[src/rtl/lpm_pkg.sv]
package lpm_pkg;

  typedef enum logic [1:0] {
    ST_RUN     = 2'd0,
    ST_STANDBY = 2'd1,
    ST_SLEEP   = 2'd2,
    ST_WAKE    = 2'd3
  } lpm_state_e;

  typedef struct packed {
    logic cpu_clk_en;
    logic periph_clk_en;
    logic osc_en;
    logic core_rst;
    logic io_hold;
    logic io_hiz;
  } lpm_outs_t;

  // Output levels for a given (next) state; rst_hold is a qualified pin reset
  function automatic lpm_outs_t lpm_decode(lpm_state_e st, logic rst_hold, logic hiz_mode);
    lpm_outs_t o;
    o = '0;
    case (st)
      ST_RUN: begin
        o.cpu_clk_en    = !rst_hold;
        o.periph_clk_en = !rst_hold;
        o.osc_en        = 1'b1;
        o.core_rst      = rst_hold;
      end
      ST_STANDBY: begin
        o.periph_clk_en = 1'b1;
        o.osc_en        = 1'b1;
        o.io_hold       = 1'b1;
        o.core_rst      = rst_hold;
      end
      ST_SLEEP: begin
        o.io_hold = !hiz_mode;
        o.io_hiz  = hiz_mode;
      end
      default: begin
        o.osc_en   = 1'b1;
        o.core_rst = 1'b1;
      end
    endcase
    return o;
  endfunction

  localparam lpm_outs_t LPM_OUTS_POR = '{cpu_clk_en: 1'b0, periph_clk_en: 1'b0,
                                         osc_en: 1'b1, core_rst: 1'b1,
                                         io_hold: 1'b0, io_hiz: 1'b0};

endpackage

[src/rtl/lpm_rst_qual.sv]
module lpm_rst_qual #(
  parameter int SYNC_STAGES = 2,
  parameter int PULSE_MIN   = 500
) (
  input  logic clk,
  input  logic rst,
  input  logic pin_in,
  output logic qual_o
);
  localparam int CW = $clog2(PULSE_MIN + 1);
  localparam logic [CW-1:0] CNT_MAX = CW'(PULSE_MIN);

  logic [SYNC_STAGES-1:0] sync_q;
  logic [CW-1:0]          width_q;
  logic                   pin_s;

  generate
    if (SYNC_STAGES == 1) begin : g_one
      always_ff @(posedge clk) begin
        if (rst) sync_q <= '0;
        else     sync_q <= pin_in;
      end
    end else begin : g_chain
      always_ff @(posedge clk) begin
        if (rst) sync_q <= '0;
        else     sync_q <= {sync_q[SYNC_STAGES-2:0], pin_in};
      end
    end
  endgenerate

  assign pin_s = sync_q[SYNC_STAGES-1];

  // Saturating width counter: restarts whenever the synchronised pin is low
  always_ff @(posedge clk) begin
    if (rst || !pin_s)          width_q <= '0;
    else if (width_q != CNT_MAX) width_q <= width_q + 1'b1;
  end

  assign qual_o = (width_q == CNT_MAX);

endmodule

[src/rtl/lpm_wake_timer.sv]
module lpm_wake_timer #(
  parameter int STARTUP_CYCLES = 4096
) (
  input  logic clk,
  input  logic rst,
  input  logic run_i,
  output logic done_o
);
  localparam int CW = $clog2(STARTUP_CYCLES + 1);
  localparam logic [CW-1:0] LAST = CW'(STARTUP_CYCLES - 1);

  logic [CW-1:0] cnt_q;

  always_ff @(posedge clk) begin
    if (rst || !run_i)  cnt_q <= '0;
    else if (cnt_q != LAST) cnt_q <= cnt_q + 1'b1;
  end

  assign done_o = run_i && (cnt_q == LAST);

endmodule

[src/rtl/lpm_fsm.sv]
module lpm_fsm
  import lpm_pkg::*;
#(
  parameter bit SLEEP_IO_TRISTATE = 1'b0
) (
  input  logic       clk,
  input  logic       por,
  input  logic       halt_req,
  input  logic       irq_hit,
  input  logic       mask_wr,
  input  logic       mask_wdata,
  input  logic       sleep_wr,
  input  logic       sleep_wdata,
  input  logic       rst_qual,
  input  logic       wake_done,
  output lpm_state_e state_o,
  output logic       sleep_o,
  output logic       mask_o,
  output lpm_outs_t  outs_o
);
  lpm_state_e state_q, state_n;
  logic       sleep_q, sleep_n;
  logic       mask_q,  mask_n;
  lpm_outs_t  outs_q;

  always_comb begin
    state_n = state_q;
    sleep_n = sleep_q;
    mask_n  = mask_q;
    if (rst_qual) begin
      // Pin reset: clears sleep, keeps mask; oscillator restart only if it was off
      sleep_n = 1'b0;
      state_n = (state_q == ST_SLEEP || state_q == ST_WAKE) ? ST_WAKE : ST_RUN;
    end else begin
      case (state_q)
        ST_RUN: begin
          if (mask_wr) mask_n = mask_wdata;
          if (sleep_wr && sleep_wdata && mask_q) begin
            state_n = ST_SLEEP;
            sleep_n = 1'b1;
          end else if (halt_req) begin
            state_n = ST_STANDBY;
          end
        end
        ST_STANDBY: if (irq_hit)   state_n = ST_RUN;
        ST_WAKE:    if (wake_done) state_n = ST_RUN;
        default: ;
      endcase
    end
  end

  always_ff @(posedge clk) begin
    if (por) begin
      state_q <= ST_RUN;
      sleep_q <= 1'b0;
      mask_q  <= 1'b0;
      outs_q  <= LPM_OUTS_POR;
    end else begin
      state_q <= state_n;
      sleep_q <= sleep_n;
      mask_q  <= mask_n;
      outs_q  <= lpm_decode(state_n, rst_qual, SLEEP_IO_TRISTATE);
    end
  end

  assign state_o = state_q;
  assign sleep_o = sleep_q;
  assign mask_o  = mask_q;
  assign outs_o  = outs_q;

endmodule

[src/rtl/lpm_ctrl.sv]
module lpm_ctrl
  import lpm_pkg::*;
#(
  parameter int IRQ_W             = 4,
  parameter int SYNC_STAGES       = 2,
  parameter int PULSE_MIN         = 500,
  parameter int STARTUP_CYCLES    = 4096,
  parameter bit SLEEP_IO_TRISTATE = 1'b0
) (
  input  logic             clk,
  input  logic             por,
  input  logic             halt_req,
  input  logic [IRQ_W-1:0] irq_req,
  input  logic [IRQ_W-1:0] irq_en,
  input  logic             mask_wr,
  input  logic             mask_wdata,
  input  logic             sleep_wr,
  input  logic             sleep_wdata,
  input  logic             ext_rst,
  output logic             cpu_clk_en,
  output logic             osc_en,
  output logic             periph_clk_en,
  output logic             core_rst,
  output logic             rst_strobe,
  output logic             io_hold,
  output logic             io_hiz,
  output logic             sleep_flag,
  output logic             slmask_flag
);
  lpm_state_e state;
  lpm_outs_t  outs;
  logic       rst_qual;
  logic       wake_done;
  logic       irq_hit;

  assign irq_hit = |(irq_req & irq_en);

  lpm_rst_qual #(
    .SYNC_STAGES(SYNC_STAGES),
    .PULSE_MIN  (PULSE_MIN)
  ) u_qual (
    .clk   (clk),
    .rst   (por),
    .pin_in(ext_rst),
    .qual_o(rst_qual)
  );

  lpm_wake_timer #(
    .STARTUP_CYCLES(STARTUP_CYCLES)
  ) u_timer (
    .clk   (clk),
    .rst   (por),
    .run_i (state == ST_WAKE),
    .done_o(wake_done)
  );

  lpm_fsm #(
    .SLEEP_IO_TRISTATE(SLEEP_IO_TRISTATE)
  ) u_fsm (
    .clk        (clk),
    .por        (por),
    .halt_req   (halt_req),
    .irq_hit    (irq_hit),
    .mask_wr    (mask_wr),
    .mask_wdata (mask_wdata),
    .sleep_wr   (sleep_wr),
    .sleep_wdata(sleep_wdata),
    .rst_qual   (rst_qual),
    .wake_done  (wake_done),
    .state_o    (state),
    .sleep_o    (sleep_flag),
    .mask_o     (slmask_flag),
    .outs_o     (outs)
  );

  assign cpu_clk_en    = outs.cpu_clk_en;
  assign periph_clk_en = outs.periph_clk_en;
  assign osc_en        = outs.osc_en;
  assign core_rst      = outs.core_rst;
  assign rst_strobe    = outs.core_rst;
  assign io_hold       = outs.io_hold;
  assign io_hiz        = outs.io_hiz;

endmodule

[config.mk]
export PLATFORM = sky130hd
export DESIGN_NAME = lpm_ctrl
export DESIGN_NICKNAME = d
export VERILOG_FILES = /design/src/rtl/lpm_pkg.sv /design/src/rtl/lpm_rst_qual.sv /design/src/rtl/lpm_wake_timer.sv /design/src/rtl/lpm_fsm.sv /design/src/rtl/lpm_ctrl.sv
export SDC_FILE = /design/constraint.sdc
export NUM_CORES = 1
export LEC_CHECK = 0
export ABC_AREA = 1
export ABC_CLOCK_PERIOD_IN_PS = 2690
export BUFFER_PORTS_ARGS = -buffer_cell sky130_fd_sc_hd__clkbuf_2
export CORE_MARGIN = 2
export CORE_UTILIZATION = 45
export DETAILED_ROUTE_END_ITERATION = 6
export PLACE_DENSITY = 0.7
export SETUP_SLACK_MARGIN = 0.4
export SLEW_MARGIN = 15
export SYNTH_ARGS = -nofsm -noshare
export SYNTH_HDL_FRONTEND = slang
export SYNTH_HIERARCHICAL = 1
export SYNTH_SLANG_ARGS = --single-unit
export TNS_END_PERCENT = 1
[constraint.sdc]
create_clock -name clk -period 2.69 [get_ports clk]
set_input_delay 0.269 -clock clk [delete_from_list [all_inputs] [get_ports clk]]
set_output_delay 0.269 -clock clk [all_outputs]
set_load 0.02 [all_outputs]
==> impl_metrics.ini <==
[status]
outcome = completed

[final_layout]
area_growth_pct = 14.6
fin_util_pct = 54.1
antenna_cells = 0
final_layout_size_suffix_gt1_share_pct = 21.8
seq_area_um2 = 661
multi_input_area_um2 = 930
fillers = 365
nNetsFinal = 297

[die]
die_h_um = 66.4
core_um2 = 3720
rows = 22
die_w_um = 66.4
initial_core_util_pct = 47.2
die-area_um2 = 4410
boundaryPins = 25

[yosys]
yosys.area.top_type = dfxtp_1
ys_seq_elements = 33
synthTopCellsByArea = dfxtp_1, nand2_1, inv_1, nand3_1, nor2_1
synth_cell_types = 32
synthArstFlopShare_pct = 0
synthCells = 247
yosys-top-cells-count = nand2_1, dfxtp_1, inv_1
synth_edf_count = 0
synth.most_common_cell = nand2_1
synth_area_um2 = 1750
synth_top_area_share_pct = 37.7
yosysWarnings = 6
ys_seq_area_share_pct = 37.7
synth_top_flop_cell = dfxtp_1
syn_avg_cell_area_um2 = 7.10
syn_nets = 269

[setup_path]
cpPeakStageDelay_ns = 0.42
endpoint_kind = flop
worstPathRequired_ns = 2.86
start_kind = flop
cp_top_family = simple AND/OR/NAND/NOR gates
cp_common_cell = nand2_1
reg2reg_from = u_timer/cnt_q[0]$_SDFFE_PP0P_
r2r_slack_ns = 0.60
worst-path-stages = 16
critPathSlowestCell = dfxtp_1
worst-r2r-cell-count = 16
crit_type = flop to flop
r2r-end = u_fsm/outs_o[1]$_SDFF_PP0_
cp_cell_sequence = ha_4 -> nand2_1 -> nor2_2 -> nand2_2 -> clkinv_2 -> nand2_1 -> nor3_1 -> inv_1 -> o21ai_0 -> nand2_1 -> nand2_1 -> nand2_2 -> inv_2 -> ha_1 -> inv_1 -> nor2_1
worstPathArrival_ns = 2.26
worstPathMaxFanout = 6
critPathBufInv = 4

[global_route]
gr-total-overflow = 0
antenna_found_initial = 0
grt_pass1_wl_um = 5760
grt_max_degree = 13
track_usage_pct = 17.2
grt_pass1_vias = 1414

[cts]
root_buffer = clkbuf_8
numClockSinks = 33
htree_levels = 2
clock_latency_ns = 0.28
clock_path_buffers = 2
clkTransAtPathRegs_ns = 0.06
cts_hold_buf = 0
cts-buffers-inserted = 5
cts_tree = done

[detailed_routing]
routed_wirelength_um = 3180
ant_nets = 0
via_count = 1524
drtIter0Drc = 91
viasPerCell = 4.72
drc_errors = 0
dr.pass1.iters = 4
wire_per_inst_um = 9.84

[timing]
setup_violations = 0
min_period_ns = 2.09
fin_ws_ns = 0.600
grt_setup_unrepaired = no
hold_viol = 0
finClkSkew_ns = 0.00697
fmax_mhz = 479
drv_slew = 0
fin_tns_setup_ns = 0
post-route-period-util_pct = 77.7

[job]
timing.max_cap.violations = 0

[placement]
numPortBuffers = 23
dpl_worst_slack_ns = 0.557
hpwl_um = 2320
routabilityCongestion = 0.800

[min_path]
hp-start = ext_rst
timing.hold.worst_endpoint = u_qual/sync_q[0]$_SDFF_PP0_
hold_depth = 3
min_path_type = input port to flop

[power]
irDropWorstVdd_mv = 0.318
powerDensity_nw_per_um2 = 474
p_leak_nw = 0.884
-- state kept, by name, indices dropped and copies added (netlist names) --
signal          count
u_timer/cnt_q      13
u_fsm/outs_o        5
u_qual/width_q      9
u_fsm/state_o       2
u_qual/sync_q       2
u_fsm/sleep_o       1
u_fsm/mask_o        1
-- what timing repair did --
action	CTS	global route
endpoints found under the hold margin	0	0
buffers inserted	0	0
resized for setup	0	2
endpoints found under the setup margin	0	3
-- layer usage --
layer / GRT usage (%) / wire length (um) / vias to the layer above
li1: - / - / 831
met1: 20.8 / 1590 / 669
met3: 6.98 / 116 / 4
met5: 0 / 0 / -
met2: 27.5 / 1430 / 20
met4: 6.12 / 46 / 0
-- final cells by class --
class                           count  share of cell area (%)
Clock buffer                        7                    4.30
Tap cell                           48                    2.99
Sequential cell                    33                    32.9
Timing Repair Buffer               24                    6.10
Multi-Input combinational cell    172                    46.3
Inverter                           39                    7.47
-- where the power goes --
| part | switching [mW] | total [mW] | internal (mW) |
|---|---|---|---|
| sequential | 0.00598 | 0.506 | 0.500 |
| combinational | 0.0453 | 0.0738 | 0.0285 |
| clock | 0.169 | 0.372 | 0.203 |
| total | 0.220 | 0.952 | 0.731 |
-- logic make-up after synthesis --
family          count (synthesis)  share of synthesized area, %
buf+inv                        42                          10.1
fa+ha+maj                       6                          4.28
other cells                     1                         0.214
flops                          33                          37.7
simple gates                  140                          39.2
xor+xnor                        2                         0.999
compound gates                 23                          7.56
-- placed cells by master, fill, tap and decap left out, types with 2 or more instances in the layout --
cell type / instances
inv_2: 3
nand3_1: 18
nand3_2: 4
nor2_4: 2
a21oi_2: 2
nor2_1: 23
clkbuf_8: 6
clkbuf_2: 23
nor2_2: 8
nand3b_1: 3
dfxtp_1: 33
o21ai_0: 5
a31oi_1: 6
inv_1: 33
a21oi_1: 9
nand4_1: 4
xnor2_1: 2
nand2_2: 5
ha_1: 5
nand2_1: 66
-- tightest hold or removal path, cell delays in order --
cell and delay, ns:
clkbuf_2 0.08, inv_1 0.04, nor2_1 0.03
-- worst max-delay path by stage --
| stage | slack (ns) | to | from |
|---|---|---|---|
| after global placement | 0.61 | u_fsm/outs_o[1]$_SDFF_PP0_ | u_timer/cnt_q[0]$_SDFFE_PP0P_ |
| after detailed placement | 0.56 | u_fsm/outs_o[1]$_SDFF_PP0_ | u_timer/cnt_q[0]$_SDFFE_PP0P_ |
| after CTS | 0.54 | u_fsm/outs_o[1]$_SDFF_PP0_ | u_timer/cnt_q[0]$_SDFFE_PP0P_ |
| after global routing | 0.38 | u_fsm/outs_o[1]$_SDFF_PP0_ | u_timer/cnt_q[0]$_SDFFE_PP0P_ |
| after floorplan | 0.74 | u_fsm/outs_o[1]$_SDFF_PP0_ | u_qual/width_q[0]$_SDFFE_PP0P_ |
| final | 0.60 | u_fsm/outs_o[1]$_SDFF_PP0_ | u_timer/cnt_q[0]$_SDFFE_PP0P_ |
-- metrics by stage --
| step | power (mW) | hold WS (ns) | instances | area (um2) |
|---|---|---|---|---|
| after detailed placement | 0.591 | 0.405 | 316 | 1910 |
| after CTS | 0.971 | 0.169 | 323 | 2000 |
| after global placement | 0.591 | 0.400 | 316 | 1910 |
| after global routing | 1.00 | 0.188 | 323 | 2010 |
| after floorplan | 0.565 | 0.336 | 247 | 1750 |
| final | 0.952 | 0.180 | 323 | 2010 |
No activity file was read; power rests on OpenSTA's default activity.
